### src/rtl/irqv_pkg.sv
package irqv_pkg;
  localparam int NSRC     = 8;
  localparam int PRIO_W   = 2;
  localparam int NLVL     = 1 << PRIO_W;
  localparam int IDX_W    = $clog2(NSRC);
  localparam int NRAW     = 10;
  localparam int VEC_W    = 16;
  localparam int VEC_BASE = 3;
  localparam int VEC_STEP = 8;

  // raw flag positions
  localparam int RF_EXT0 = 0;
  localparam int RF_TMR0 = 1;
  localparam int RF_EXT1 = 2;
  localparam int RF_TMR1 = 3;
  localparam int RF_SRX  = 4;
  localparam int RF_STX  = 5;
  localparam int RF_T2OV = 6;
  localparam int RF_T2CP = 7;
  localparam int RF_EXT2 = 8;
  localparam int RF_EXT3 = 9;

  // source indices (also fixed same-level order, lowest first)
  localparam int SI_EXT0 = 0;
  localparam int SI_TMR0 = 1;
  localparam int SI_EXT1 = 2;
  localparam int SI_TMR1 = 3;
  localparam int SI_SER  = 4;
  localparam int SI_TMR2 = 5;
  localparam int SI_EXT2 = 6;
  localparam int SI_EXT3 = 7;

  function automatic logic [VEC_W-1:0] vec_of(input logic [IDX_W-1:0] idx);
    return VEC_W'(VEC_BASE + VEC_STEP * int'(idx));
  endfunction
endpackage

### src/rtl/irqv_rst_sync.sv
module irqv_rst_sync #(
  parameter int STAGES = 2
) (
  input  logic clk,
  input  logic rst_n,
  output logic srst_n
);
  logic [STAGES-1:0] sh_q;
  logic [STAGES-1:0] sh_d;

  always_comb begin
    sh_d = {sh_q[STAGES-2:0], 1'b1};
  end

  always_ff @(posedge clk or negedge rst_n) begin
    if (!rst_n) sh_q <= '0;
    else        sh_q <= sh_d;
  end

  assign srst_n = sh_q[STAGES-1];
endmodule

### src/rtl/irqv_flags.sv
module irqv_flags #(
  parameter int N = 10
) (
  input  logic         clk,
  input  logic         rst_n,
  input  logic [N-1:0] set_i,
  input  logic [N-1:0] clr_i,
  input  logic [N-1:0] wr_i,
  input  logic [N-1:0] wdata_i,
  output logic [N-1:0] flags_o
);
  logic [N-1:0] fl_q;
  logic [N-1:0] fl_d;

  // software write > hardware set > take auto-clear > hold
  always_comb begin
    for (int i = 0; i < N; i++) begin
      if (wr_i[i])       fl_d[i] = wdata_i[i];
      else if (set_i[i]) fl_d[i] = 1'b1;
      else if (clr_i[i]) fl_d[i] = 1'b0;
      else               fl_d[i] = fl_q[i];
    end
  end

  always_ff @(posedge clk or negedge rst_n) begin
    if (!rst_n) fl_q <= '0;
    else        fl_q <= fl_d;
  end

  assign flags_o = fl_q;
endmodule

### src/rtl/irqv_select.sv
module irqv_select #(
  parameter int NSRC   = 8,
  parameter int PRIO_W = 2,
  localparam int NLVL  = 1 << PRIO_W,
  localparam int IDX_W = $clog2(NSRC)
) (
  input  logic [NSRC-1:0]        req_i,
  input  logic [NSRC*PRIO_W-1:0] prio_i,
  input  logic [NLVL-1:0]        isr_i,
  output logic                   valid_o,
  output logic [IDX_W-1:0]       idx_o,
  output logic [PRIO_W-1:0]      lvl_o
);
  logic              cur_any;
  logic [PRIO_W-1:0] cur_lvl;
  logic [NSRC-1:0]   elig;
  logic [NSRC-1:0]   lvl_hit [NLVL];

  always_comb begin
    cur_any = |isr_i;
    cur_lvl = '0;
    for (int l = 0; l < NLVL; l++) begin
      if (isr_i[l]) cur_lvl = PRIO_W'(l);
    end
  end

  for (genvar s = 0; s < NSRC; s++) begin : g_elig
    logic [PRIO_W-1:0] p;
    assign p       = prio_i[s*PRIO_W +: PRIO_W];
    assign elig[s] = req_i[s] && (!cur_any || (p > cur_lvl));
  end

  for (genvar l = 0; l < NLVL; l++) begin : g_lvl
    for (genvar s = 0; s < NSRC; s++) begin : g_src
      assign lvl_hit[l][s] = elig[s] && (prio_i[s*PRIO_W +: PRIO_W] == PRIO_W'(l));
    end
  end

  // higher level overrides; within a level the lowest index wins
  always_comb begin
    valid_o = 1'b0;
    idx_o   = '0;
    lvl_o   = '0;
    for (int l = 0; l < NLVL; l++) begin
      if (|lvl_hit[l]) begin
        valid_o = 1'b1;
        lvl_o   = PRIO_W'(l);
        for (int s = NSRC - 1; s >= 0; s--) begin
          if (lvl_hit[l][s]) idx_o = IDX_W'(s);
        end
      end
    end
  end
endmodule

### src/rtl/irqv_nest.sv
module irqv_nest #(
  parameter int NLVL  = 4,
  localparam int LVL_W = $clog2(NLVL)
) (
  input  logic             clk,
  input  logic             rst_n,
  input  logic             push_i,
  input  logic [LVL_W-1:0] push_lvl_i,
  input  logic             pop_i,
  output logic [NLVL-1:0]  isr_o
);
  logic [NLVL-1:0]  isr_q;
  logic [NLVL-1:0]  isr_d;
  logic [LVL_W-1:0] top;

  always_comb begin
    top = '0;
    for (int l = 0; l < NLVL; l++) begin
      if (isr_q[l]) top = LVL_W'(l);
    end
  end

  always_comb begin
    isr_d = isr_q;
    if (push_i)                isr_d[push_lvl_i] = 1'b1;
    else if (pop_i && |isr_q)  isr_d[top]        = 1'b0;
  end

  always_ff @(posedge clk or negedge rst_n) begin
    if (!rst_n) isr_q <= '0;
    else        isr_q <= isr_d;
  end

  assign isr_o = isr_q;
endmodule

### src/rtl/irq_vector_ctrl.sv
module irq_vector_ctrl
  import irqv_pkg::*;
(
  input  logic                   clk,
  input  logic                   rst_n,
  input  logic                   glb_en,
  input  logic [NSRC-1:0]        src_en,
  input  logic [NSRC*PRIO_W-1:0] src_prio,
  input  logic [1:0]             ext_edge,
  input  logic [NRAW-1:0]        flag_set,
  input  logic [NRAW-1:0]        flag_wr,
  input  logic [NRAW-1:0]        flag_wdata,
  input  logic                   reti_i,
  output logic [NRAW-1:0]        flags_o,
  output logic                   take_o,
  output logic [VEC_W-1:0]       vector_o,
  output logic [IDX_W-1:0]       src_o,
  output logic [PRIO_W-1:0]      level_o,
  output logic [NLVL-1:0]        in_service_o
);
  logic              srst_n;
  logic [NRAW-1:0]   raw;
  logic [NRAW-1:0]   auto_clr;
  logic [NSRC-1:0]   req;
  logic [NSRC-1:0]   gated;
  logic [NLVL-1:0]   isr;
  logic              sel_valid;
  logic [IDX_W-1:0]  sel_idx;
  logic [PRIO_W-1:0] sel_lvl;
  logic              take_now;

  logic              take_q, take_d;
  logic [IDX_W-1:0]  idx_q, idx_d;
  logic [PRIO_W-1:0] lvl_q, lvl_d;
  logic [VEC_W-1:0]  vec_q, vec_d;

  irqv_rst_sync #(.STAGES(2)) u_rst (
    .clk    (clk),
    .rst_n  (rst_n),
    .srst_n (srst_n)
  );

  irqv_flags #(.N(NRAW)) u_flags (
    .clk     (clk),
    .rst_n   (srst_n),
    .set_i   (flag_set),
    .clr_i   (auto_clr),
    .wr_i    (flag_wr),
    .wdata_i (flag_wdata),
    .flags_o (raw)
  );

  // source requests, composites merged
  always_comb begin
    req          = '0;
    req[SI_EXT0] = raw[RF_EXT0];
    req[SI_TMR0] = raw[RF_TMR0];
    req[SI_EXT1] = raw[RF_EXT1];
    req[SI_TMR1] = raw[RF_TMR1];
    req[SI_SER]  = raw[RF_SRX]  | raw[RF_STX];
    req[SI_TMR2] = raw[RF_T2OV] | raw[RF_T2CP];
    req[SI_EXT2] = raw[RF_EXT2];
    req[SI_EXT3] = raw[RF_EXT3];
    gated        = req & src_en & {NSRC{glb_en}};
  end

  irqv_select #(.NSRC(NSRC), .PRIO_W(PRIO_W)) u_sel (
    .req_i   (gated),
    .prio_i  (src_prio),
    .isr_i   (isr),
    .valid_o (sel_valid),
    .idx_o   (sel_idx),
    .lvl_o   (sel_lvl)
  );

  assign take_now = sel_valid && !reti_i;

  // hardware clear on vectoring, for the sources that have it
  always_comb begin
    auto_clr = '0;
    if (take_now) begin
      case (int'(sel_idx))
        SI_EXT0: auto_clr[RF_EXT0] = ext_edge[0];
        SI_TMR0: auto_clr[RF_TMR0] = 1'b1;
        SI_EXT1: auto_clr[RF_EXT1] = ext_edge[1];
        SI_TMR1: auto_clr[RF_TMR1] = 1'b1;
        default: auto_clr          = '0;
      endcase
    end
  end

  irqv_nest #(.NLVL(NLVL)) u_nest (
    .clk        (clk),
    .rst_n      (srst_n),
    .push_i     (take_now),
    .push_lvl_i (sel_lvl),
    .pop_i      (reti_i),
    .isr_o      (isr)
  );

  // registered decision, payload loads only on a take
  always_comb begin
    take_d = take_now;
    idx_d  = idx_q;
    lvl_d  = lvl_q;
    vec_d  = vec_q;
    if (take_now) begin
      idx_d = sel_idx;
      lvl_d = sel_lvl;
      vec_d = vec_of(sel_idx);
    end
  end

  always_ff @(posedge clk or negedge srst_n) begin
    if (!srst_n) begin
      take_q <= 1'b0;
      idx_q  <= '0;
      lvl_q  <= '0;
      vec_q  <= '0;
    end else begin
      take_q <= take_d;
      idx_q  <= idx_d;
      lvl_q  <= lvl_d;
      vec_q  <= vec_d;
    end
  end

  assign flags_o      = raw;
  assign take_o       = take_q;
  assign vector_o     = vec_q;
  assign src_o        = idx_q;
  assign level_o      = lvl_q;
  assign in_service_o = isr;
endmodule

### config.mk
export PLATFORM = sky130hd
export DESIGN_NAME = irq_vector_ctrl
export DESIGN_NICKNAME = d
export VERILOG_FILES = /design/src/rtl/irqv_pkg.sv /design/src/rtl/irqv_rst_sync.sv /design/src/rtl/irqv_flags.sv /design/src/rtl/irqv_select.sv /design/src/rtl/irqv_nest.sv /design/src/rtl/irq_vector_ctrl.sv
export SDC_FILE = /design/constraint.sdc
export NUM_CORES = 1
export LEC_CHECK = 0
export ABC_AREA = 1
export BUFFER_PORTS_ARGS = -buffer_cell sky130_fd_sc_hd__clkbuf_2
export CORE_UTILIZATION = 48
export DETAILED_ROUTE_END_ITERATION = 6
export GPL_ROUTABILITY_DRIVEN = 0
export HOLD_SLACK_MARGIN = 0.1
export PLACE_DENSITY_LB_ADDON = 0.1
export RECOVER_POWER = 100
export SYNTH_ARGS = -nofsm -noshare
export SYNTH_HDL_FRONTEND = slang
export SYNTH_SLANG_ARGS = --single-unit
export TNS_END_PERCENT = 1
### constraint.sdc
create_clock -name clk -period 0.8 [get_ports clk]
set_input_delay 0 -clock clk [delete_from_list [all_inputs] [get_ports clk]]
set_output_delay 0 -clock clk [all_outputs]
set_load 0.005 [all_outputs]
==> results of run 1 <==
-- routing by layer --
layer | overflow | global-route usage
met1 | 1 | 0.675
met2 | 29 | 0.950
met3 | 0 | 0.569
met4 | 17 | 0.849
met5 | 0 | 0.125
-- timing repair --
action                                  in CTS
endpoints found under the setup margin      42
pin swaps                                   11
setup buffers                                4
hold endpoints to repair                    14
gates resized for setup                     44
hold buffers                                34
-- per-stage QoR --
stage	TNS (ps)	util	hold WS (ps)
after CTS	-32900	0.909	45.9
after detailed placement	-35270	0.775	-211
after global placement	-33830	0.775	-214
after floorplan	-28110	-	-296
-- kinds of logic after synthesis --
kind of cell,share of synthesized area
AND/OR/NAND/NOR,0.387
buffers and inverters,0.137
AO/OA/AOI/OAI,0.104
flip-flops,0.270
adder cells (fa/ha/maj),0.0938
other,0.00352
multiplexers,0.00469
==> results_dict.tcl, run 1 <==
set metrics [dict create \
    synth_area_leaders "dfrtp_1 27%, nand2_1 18%, ha_1 9.4%, inv_1 8.3%, nor2_1 6.2%" \
    die-width_um 68.7 \
    error "[ERROR GRT-0232] Routing congestion too high. Check the congestion heatmap in the GUI." \
    synth_common_cells "102 x nand2_1, 47 x inv_1, 35 x nor2_1, 26 x nand3_1, 23 x dfrtp_1" \
    ys_ff_latch 23 \
    die_h_um 68.7 \
    grt_usage 0.739 \
    clkSinkCount 23 \
    synth_cell_type_count 28 \
    postGrtWorstEndpoint "u_flags.flags_o[1]$_DFFE_PN0P_/D" \
    cts_buffers 3 \
    dp_slack_ps -2610 \
    avgSynthCellArea_sq_um 6.37 \
    flow.stopped_at "5_1_grt" \
    portBuffers 84 \
    cts_max_path_buffers 2 \
    grt_overflow 47 \
    start_util 0.515 \
    worst_path_end_type "register input" \
    netlist_instances 335 \
    dp_hpwl_um 5120 \
    place_inst 551 \
    place_area_sq_mm 0.00321 \
    synthArstFlopShare 1.00 \
    yosysMostFrequentCell "nand2_1" \
    synth_area_sq_mm 0.00213 \
    io_pins 96 \
    rows 23 \
    status "stopped before the end" \
    yosysWarnings 0 \
    synth_top_flop_cell "dfrtp_1" \
    synth.largest_area_cell "dfrtp_1" \
    seq_area_frac_synth 0.270 \
    cts_htree_levels 1 \
    cts_root_buffer "clkbuf_8" \
    grt_max_degree 22 \
    synth_edf_count 0 \
    synth_top_area_share 0.270 \
]
==> run 2: changes to the inputs <==
--- a/config.mk
+++ b/config.mk
@@ -7,11 +7,10 @@
 export LEC_CHECK = 0
 export ABC_AREA = 1
 export BUFFER_PORTS_ARGS = -buffer_cell sky130_fd_sc_hd__clkbuf_2
-export CORE_UTILIZATION = 48
+export CORE_UTILIZATION = 35
 export DETAILED_ROUTE_END_ITERATION = 6
 export GPL_ROUTABILITY_DRIVEN = 0
-export HOLD_SLACK_MARGIN = 0.1
-export PLACE_DENSITY_LB_ADDON = 0.1
+export PLACE_DENSITY_LB_ADDON = 0.15
 export RECOVER_POWER = 100
 export SYNTH_ARGS = -nofsm -noshare
 export SYNTH_HDL_FRONTEND = slang
==> results_dict.tcl, run 2 <==
set metrics [dict create \
    status "complete, but fails checks" \
    failed_checks "design-rule violations, negative setup slack" \
    finalWirelength_um 7190 \
    routed.top_layer "met4" \
    synth_area_leaders "dfrtp_1 27%, nand2_1 18%, ha_1 9.4%, inv_1 8.3%, nor2_1 6.2%" \
    layout_commonest_cell "nand2_1" \
    grt_pass1_vias 2687 \
    clkTransAtPathRegs_ps 90 \
    synth.largest_area_cell "dfrtp_1" \
    seq_area_frac_synth 0.270 \
    antenna_cells 0 \
    timing.hold.ws_ps 4.86 \
    min_path_type "input port to flip-flop" \
    skew_ps 6.39 \
    avgSynthCellArea_sq_um 6.37 \
    holdCritStartpoint "flag_wr[1]" \
    die_h_um 80.1 \
    start_util 0.362 \
    netlist_instances 335 \
    rows 28 \
    grt_overflow 0 \
    tightest_slew_ps 542 \
    io_pins 96 \
    vias 2802 \
    crit_arrival_ps 3340 \
    die-width_um 80.1 \
    cts_root_buffer "clkbuf_8" \
    via_per_inst 4.49 \
    dr.pass1.iters 6 \
    stdcell_count 624 \
    cp_max_fo 5 \
    dp_hpwl_um 5240 \
    largest_register_ffs 10 \
    yosysMostFrequentCell "nand2_1" \
    grt_usage 0.232 \
    wl_met1_um 3120 \
    synth_common_cells "102 x nand2_1, 47 x inv_1, 35 x nor2_1, 26 x nand3_1, 23 x dfrtp_1" \
    timing.rr.start "u_nest.isr_o[2]$_DFFE_PN0P_" \
    crit_end "u_flags.flags_o[0]$_DFFE_PN0P_" \
    setup_viol 34 \
    met2WireLength_um 3790 \
    cts_buffers 3 \
    p_per_area_mw_per_mm2 2540 \
    antenna_found_initial 0 \
    ir_drop_mv 2.40 \
    synthArstFlopShare 1.00 \
    portBuffers 84 \
    cap_viol_max_count 0 \
    required_ps 970 \
    fin_crit_sh 3.97 \
    insertion_delay_ps 270 \
    fin_setup_tns_ps -34630 \
    synth_edf_count 0 \
    drt_iter0_drc 81 \
    grt_max_degree 22 \
    drcViolationCount 1 \
    synth_top_flop_cell "dfrtp_1" \
    synth_cell_type_count 28 \
    p_leak_nw 2.29 \
    slew-limit-headroom 0.638 \
    area_growth_pct 87.4 \
    synth_top_area_share 0.270 \
    clock.fmax_mhz 315 \
    final_antenna_net_count 0 \
    hold_viol_final 0 \
    cts_max_path_buffers 2 \
    dieArea_sq_mm 0.00641 \
    regToRegEndpoint "u_flags.flags_o[0]$_DFFE_PN0P_" \
    clkSinkCount 23 \
    drive_above_1_share 0.452 \
    cts_htree_levels 1 \
    ys_ff_latch 23 \
    yosysWarnings 0 \
    rsz0062_at_grt "true" \
    synth_area_sq_mm 0.00213 \
    period_needed_ps 3180 \
    crit_path_start_kind "flip-flop" \
    wl_per_cell_um 11.5 \
    p_total_w 0.0102 \
    cts_tree "yes" \
    path_class "flip-flop to flip-flop" \
    nets 626 \
    slew_violations 0 \
    reg2regPathDepth 24 \
    wl_met3_um 200 \
    final_cell_mix "98 x nand2_1, 85 x buf_4, 82 x clkbuf_2, 46 x inv_1, 30 x nor2_1" \
    fin_ws_ps -2380 \
    r2r_slack_ps -2380 \
    cp-end-kind "flip-flop" \
    grt_pass1_wl_um 11400 \
    core_area_sq_mm 0.00589 \
    critPathLaunch "u_nest.isr_o[2]$_DFFE_PN0P_" \
    place_inst 583 \
]
-- run 2: cell counts after synthesis --
Identical to the previous run, type by type.
-- run 2: layout make-up --
type | instances | area, sq um
Clock inverter | 1 | 5.00
Fill cell | 525 | 1890
Multi-Input combinational cell | 259 | 1550
Sequential cell | 23 | 577
Clock buffer | 3 | 41.3
Inverter | 48 | 180
Tap cell | 75 | 93.8
Timing Repair Buffer | 215 | 1550
-- run 2: how the worst min path moves through the flow --
stage | depth (start not counted) | endpoint
after floorplan | 0 | u_rst.sh_q[0]$_DFF_PN0_
after global placement | 1 | u_rst.sh_q[0]$_DFF_PN0_
after detailed placement | 1 | u_rst.sh_q[0]$_DFF_PN0_
after CTS | 4 | u_flags.flags_o[1]$_DFFE_PN0P_
after global routing | 4 | u_flags.flags_o[1]$_DFFE_PN0P_
final | 4 | u_flags.flags_o[1]$_DFFE_PN0P_
-- run 2: layer usage --
layer / vias up / track usage
met2: 60 / 0.443
met3: 8 / 0.0284
li1: 1474 / -
met1: 1260 / 0.269
met4: 0 / 0.0607
met5: - / 0
-- run 2: kinds of logic after synthesis --
family / Yosys count / share of synthesized area
AOI/OAI and AO/OA: 39 / 0.104
adders and majority gates: 16 / 0.0938
buffers and inverters: 63 / 0.137
DFF: 23 / 0.270
muxes: 1 / 0.00469
other: 2 / 0.00352
and+or+nand+nor: 191 / 0.387
-- run 2: worst max-delay path: stages, from the launching register on --
cell and delay [ps]:
dfrtp_2 460, nor2_4 150, buf_6 150, ha_1 240
inv_1 60, nor2_1 30, o21ai_1 150, a21oi_2 90
buf_4 130, buf_4 130, nand3_1 120, nand2_1 90
nor3_1 210, a311oi_1 70, nor2_1 130, nor3_2 50
nor3_1 140, a311oi_1 60, inv_1 100, buf_4 110
nand2_1 80, nor2_1 140, nand2_2 80, nand3_2 50
nand2_1 40
-- run 2: where the power goes --
part           internal (W)  leakage [nW]  total, W  switching [W]
Sequential          0.00145         0.265   0.00167       0.000218
Combinational       0.00381          1.99   0.00771        0.00390
Clock              0.000349        0.0255  0.000773       0.000424
Total               0.00561          2.29    0.0102        0.00454
-- run 2: repair_timing --
action / CTS / global route
endpoints found under the setup margin: 39 / 44
setup buffers: 8 / 2
hold buffers: 27 / 0
pin swaps: 22 / 20
endpoints found under the hold margin: 12 / 0
gates resized for setup: 57 / 12
-- run 2: metrics by stage --
| stage | util | instance area, sq um | setup slack, ps |
|---|---|---|---|
| global placement | 0.560 | 3290 | -2570 |
| CTS | 0.666 | 3920 | -2360 |
| detailed placement | 0.560 | 3290 | -2660 |
| finish | 0.679 | 4000 | -2380 |
| floorplan | - | 2170 | -2180 |
| global route | 0.679 | 4000 | -2780 |
Note: power is estimated with default switching activity, not from simulation.
==> run 3: changes to the inputs <==
--- a/config.mk
+++ b/config.mk
@@ -7,7 +7,8 @@
 export LEC_CHECK = 0
 export ABC_AREA = 1
 export BUFFER_PORTS_ARGS = -buffer_cell sky130_fd_sc_hd__clkbuf_2
-export CORE_UTILIZATION = 35
+export CORE_UTILIZATION = 39
+export CTS_CLUSTER_DIAMETER = 120
 export DETAILED_ROUTE_END_ITERATION = 6
 export GPL_ROUTABILITY_DRIVEN = 0
 export PLACE_DENSITY_LB_ADDON = 0.15
==> results_dict.tcl, run 3 (synthesis gave the netlist of run 2 again) <==
set metrics [dict create \
    crit_path_start_kind "flip-flop" \
    drt_iter0_drc 142 \
    period_needed_ps 3320 \
    multi_input_comb_area_sq_mm 0.00149 \
    core_area_sq_mm 0.00517 \
    critPathLaunch "u_nest.isr_o[2]$_DFFE_PN0P_" \
    wl_per_cell_um 11.7 \
    layout_commonest_cell "nand2_1" \
    timing.rr.start "u_nest.isr_o[2]$_DFFE_PN0P_" \
    required_ps 970 \
    p_leak_nw 2.26 \
    grt_max_degree 22 \
    regArea_sq_um 577 \
    drive_above_1_share 0.433 \
    p_per_area_mw_per_mm2 2640 \
    grt_overflow 0 \
    use_met2 0.466 \
    r2r_slack_ps -2520 \
    setup_viol 31 \
    antenna_cells 0 \
    top_usage_layer "met2" \
    clock.fmax_mhz 302 \
    nets 620 \
    fin_crit_sh 4.14 \
    critPathSlowestCell "dfrtp_1" \
    reg2regPathDepth 40 \
    grtUsageMet1 0.294 \
    path_buf_inv 3 \
    die_h_um 76.0 \
    n_fill_cell 400 \
    dieArea_sq_mm 0.00577 \
    antenna_found_initial 0 \
    final_cell_mix "99 x nand2_1, 82 x clkbuf_2, 81 x buf_4, 44 x inv_1, 27 x nor2_1" \
    crit_arrival_ps 3480 \
    tightest_slew_ps 504 \
    insertion_delay_ps 270 \
    cpMostUsedCell "nand2_1" \
    rsz0062_at_grt "true" \
    io_pins 96 \
    cp_top_family "simple AND/OR/NAND/NOR gates" \
    ir_drop_mv 1.92 \
    stdcell_count 613 \
    cts_root_buffer "clkbuf_8" \
    slew_violations 0 \
    rows 26 \
    start_util 0.412 \
    die-width_um 76.0 \
    cts_tree "yes" \
    finalWirelength_um 7160 \
    final_area_sq_mm 0.00388 \
    regToRegEndpoint "u_flags.flags_o[2]$_DFFE_PN0P_" \
    cts_htree_levels 1 \
    portBuffers 84 \
    path_class "flip-flop to flip-flop" \
    clkSinkCount 23 \
    min_path_type "input port to flip-flop" \
    cp_slowest_stage_delay_ps 400 \
    fin_ws_ps -2520 \
    grtUsageMet3 0.0193 \
    cp-end-kind "flip-flop" \
    via_per_inst 4.69 \
    clkTransAtPathRegs_ps 90 \
    grt_usage 0.245 \
    place_inst 574 \
    hold_viol_final 0 \
    drcViolationCount 0 \
    slew-limit-headroom 0.664 \
    grt_pass1_vias 2648 \
    path_depth 40 \
    cap_viol_max_count 0 \
    place_area_sq_mm 0.00327 \
    area_growth_pct 82.1 \
    final_antenna_net_count 0 \
    largest_register_ffs 10 \
    cts_max_path_buffers 2 \
    failed_checks "negative setup slack" \
    dr.pass1.iters 5 \
    vias 2873 \
    status "complete, but fails checks" \
    dp_hpwl_um 5210 \
    crit_end "u_flags.flags_o[2]$_DFFE_PN0P_" \
    grt_pass1_wl_um 11400 \
    skew_ps 4.99 \
    cts_buffers 3 \
    cp_max_fo 6 \
]
-- run 3: changes by cell type in the layout (fill, tap and decap cells not counted), sizes merged --
cell / delta
dlygate4sd3: -1
buf: -6
clkbuf: +1
-- run 3: how the worst min path moves through the flow --
stage | cells after the start | slack (ps) | start | end
final | 4 | 5 | flag_wr[2] | u_flags.flags_o[2]$_DFFE_PN0P_
after global routing | 4 | 10 | flag_wr[1] | u_flags.flags_o[1]$_DFFE_PN0P_
after CTS | 4 | 10 | flag_wr[2] | u_flags.flags_o[2]$_DFFE_PN0P_
after detailed placement | 1 | -210 | rst_n | u_rst.sh_q[0]$_DFF_PN0_
after global placement | 1 | -210 | rst_n | u_rst.sh_q[0]$_DFF_PN0_
after floorplan | 0 | -300 | rst_n | u_rst.sh_q[0]$_DFF_PN0_
-- run 3: routing by layer --
layer,share of wire,vias up,wire [um]
li1,-,1468,-
met5,0,-,0
met1,0.42,1308,3010
met2,0.52,88,3740
met3,0.043,9,311
met4,0.013,0,96
-- run 3: timing repair --
action	4_1_cts	5_1_grt
pin swaps	9	11
gates resized for setup	34	25
hold endpoints to repair	12	0
buffers inserted	1	9
hold buffers	26	0
setup endpoints to repair	37	43
-- run 3: stage by stage --
step,setup TNS (ps),setup WS (ps),util,hold slack [ps],total power (W)
5_1_grt,-40410,-2920,0.751,14.4,0.0112
3_5_place_dp,-35580,-2600,0.632,-212,0.00807
4_1_cts,-34910,-2480,0.716,11.9,0.00929
6_report,-35570,-2520,0.751,4.74,0.0103
2_1_floorplan,-28110,-2180,-,-296,0.00521
3_3_place_gp,-33710,-2460,0.632,-212,0.00779
-- run 3: final cells by class --
cell class              instances  share of cell area
flip-flops and latches         23               0.148
clock inverters                 1             0.00129
clock buffers                   3              0.0106
repair buffers                209               0.386
inverters                      48              0.0464
multi-input cells             259               0.385
well taps                      70              0.0225
-- run 3: where the power goes --
part	switching, W	internal (W)	leakage (nW)
sequential	0.000192	0.00145	0.266
clock	0.000408	0.000349	0.0255
combinational	0.00391	0.00395	1.96
total	0.00451	0.00575	2.26
-- run 3: worst min-delay path, delay by kind of cell --
| family | cells | cell delay [ps] |
|---|---|---|
| buffers and inverters | 2 | 120 |
| AO/OA/AOI/OAI | 1 | 60 |
| AND/OR/NAND/NOR | 1 | 60 |
==> run 4: changes to the inputs <==
==> constraint.sdc (replaced) <==
create_clock -name clk -period 0.8 [get_ports clk]
set_input_delay 0.04 -clock clk [delete_from_list [all_inputs] [get_ports clk]]
set_output_delay 0.04 -clock clk [all_outputs]
set_load 0.005 [all_outputs]
==> results_dict.tcl, run 4 (synthesis gave the netlist of run 2 again) <==
set metrics [dict create \
    final_cell_mix "99 x nand2_1, 83 x clkbuf_2, 74 x buf_4, 45 x inv_1, 29 x nor2_1" \
    start_util 0.412 \
    dp_hpwl_um 5210 \
    largest_register_ffs 10 \
    pwr-share-seq 0.169 \
    rsz0062_at_grt "true" \
    top_usage_layer "met2" \
    core_area_sq_mm 0.00517 \
    finalWirelength_um 6730 \
    via_per_inst 4.65 \
    cts_htree_levels 1 \
    pwr-share-comb 0.753 \
    failed_checks "negative hold slack, negative setup slack" \
    crit_end "u_flags.flags_o[1]$_DFFE_PN0P_" \
    grtUsageMet3 0.0193 \
    hold_viol_final 1 \
    grt_pass1_vias 2535 \
    clkSinkCount 23 \
    vias 2764 \
    cts_tree "yes" \
    cpMostUsedCell "nand2_1" \
    drt_iter0_drc 104 \
    drcViolationCount 0 \
    cp_slowest_stage_delay_ps 400 \
    final_antenna_net_count 0 \
    dp_slack_ps -2600 \
    clkTransAtPathRegs_ps 90 \
    path_class "flip-flop to flip-flop" \
    timing.hold.ws_ps -1.37 \
    area_growth_pct 71.8 \
    min_path_type "input port to flip-flop" \
    cap_viol_max_count 0 \
    dr.pass1.iters 4 \
    cp-end-kind "flip-flop" \
    holdCritStartpoint "flag_wdata[0]" \
    period_needed_ps 3290 \
    fin_crit_sh 4.12 \
    insertion_delay_ps 270 \
    io_pins 96 \
    antenna_cells 0 \
    fin_ws_ps -2490 \
    p_int_w 0.00540 \
    grtUsageMet1 0.286 \
    grt_overflow 0 \
    grt_usage 0.233 \
    antenna_found_initial 0 \
    crit_path_start_kind "flip-flop" \
    use_met2 0.434 \
    cts_buffers 3 \
    n_fill_cell 438 \
    cts_root_buffer "clkbuf_8" \
    critPathLaunch "u_nest.isr_o[2]$_DFFE_PN0P_" \
    cts_max_path_buffers 2 \
    nets 601 \
    utilization 0.709 \
    grt_pass1_wl_um 10900 \
    slew-limit-headroom 0.665 \
    clock.fmax_mhz 304 \
    p_per_area_mw_per_mm2 2660 \
    switching_power_w 0.00437 \
    p_clk_frac 0.078 \
    ir_drop_mv 2.00 \
    p_total_w 0.00977 \
    cp_max_fo 9 \
    p_leak_nw 2.17 \
    status "complete, but fails checks" \
    r2r_slack_ps -2490 \
    fin_setup_tns_ps -35530 \
    drive_above_1_share 0.427 \
    layout_commonest_cell "nand2_1" \
    setup_viol 38 \
    slew_violations 0 \
    swShare 0.447 \
    portBuffers 84 \
    reg2regPathDepth 42 \
    tightest_slew_ps 502 \
    die-width_um 76.0 \
    wl_per_cell_um 11.3 \
    regToRegEndpoint "u_flags.flags_o[1]$_DFFE_PN0P_" \
    die_h_um 76.0 \
    required_ps 960 \
    skew_ps 5.56 \
    timing.rr.start "u_nest.isr_o[2]$_DFFE_PN0P_" \
    crit_arrival_ps 3460 \
    critPathSlowestCell "dfrtp_1" \
    grt_max_degree 22 \
    dieArea_sq_mm 0.00577 \
    rows 26 \
]
[run 4: cell types whose count changed in the layout (fill, tap and decap cells not counted), sizes merged]
cell,change
buf,-6
dlygate4sd3,-13
[run 4: repair_timing]
item / in CTS / in global routing
setup endpoints to repair: 45 / 46
pin swaps: 9 / 5
resized for setup: 34 / 19
hold endpoints to repair: 8 / 0
cloned: 0 / 0
setup buffers: 1 / 2
hold buffers: 13 / 0
[run 4: final cells by class]
| cell class | instances | area (sq um) | share of cell area |
|---|---|---|---|
| flip-flops and latches | 23 | 577 | 0.157 |
| repair buffers | 190 | 1330 | 0.363 |
| multi-input cells | 259 | 1450 | 0.394 |
| well taps | 70 | 87.6 | 0.0239 |
| clock buffers | 3 | 41.3 | 0.0113 |
| inverters | 48 | 180 | 0.0491 |
| clock inverters | 1 | 5.00 | 0.00137 |
[run 4: through the flow]
step	instance area (sq um)	hold WS [ps]	instances
6_report	3670	-1.37	594
5_1_grt	3670	21.3	594
4_1_cts	3570	1.43	592
3_5_place_dp	3270	-172	574
3_3_place_gp	3270	-172	574
2_1_floorplan	2170	-256	345
[run 4: worst min path at each step]
stage | end | slack (ps) | depth (start not counted)
after floorplan | u_rst.sh_q[0]$_DFF_PN0_ | -260 | 0
after global routing | u_flags.flags_o[2]$_DFFE_PN0P_ | 20 | 3
after global placement | u_rst.sh_q[0]$_DFF_PN0_ | -170 | 1
after detailed placement | u_rst.sh_q[0]$_DFF_PN0_ | -170 | 1
after CTS | u_flags.flags_o[0]$_DFFE_PN0P_ | 1 | 3
final | u_flags.flags_o[0]$_DFFE_PN0P_ | -1 | 3
[run 4: layer usage]
layer | part of all wire | up-vias
met1 | 0.44 | 1250
met5 | 0 | -
met4 | 0.010 | 0
met2 | 0.52 | 76
li1 | - | 1431
met3 | 0.039 | 7
[run 4: power groups by stage]
stage               clock [W]  combinational [W]  sequential, W
floorplan                   0            0.00350        0.00172
global placement            0            0.00615        0.00164
detailed placement          0            0.00643        0.00164
CTS                  0.000772            0.00682        0.00165
global route         0.000823            0.00820        0.00168
finish               0.000762            0.00736        0.00165
[run 4: critical path: cells and delay by family (launching register included)]
kind,cells,cell delay [ps]
compound gates,2,250
fa+ha+maj,1,240
buf+inv,3,340
flops,1,400
simple gates,36,1970
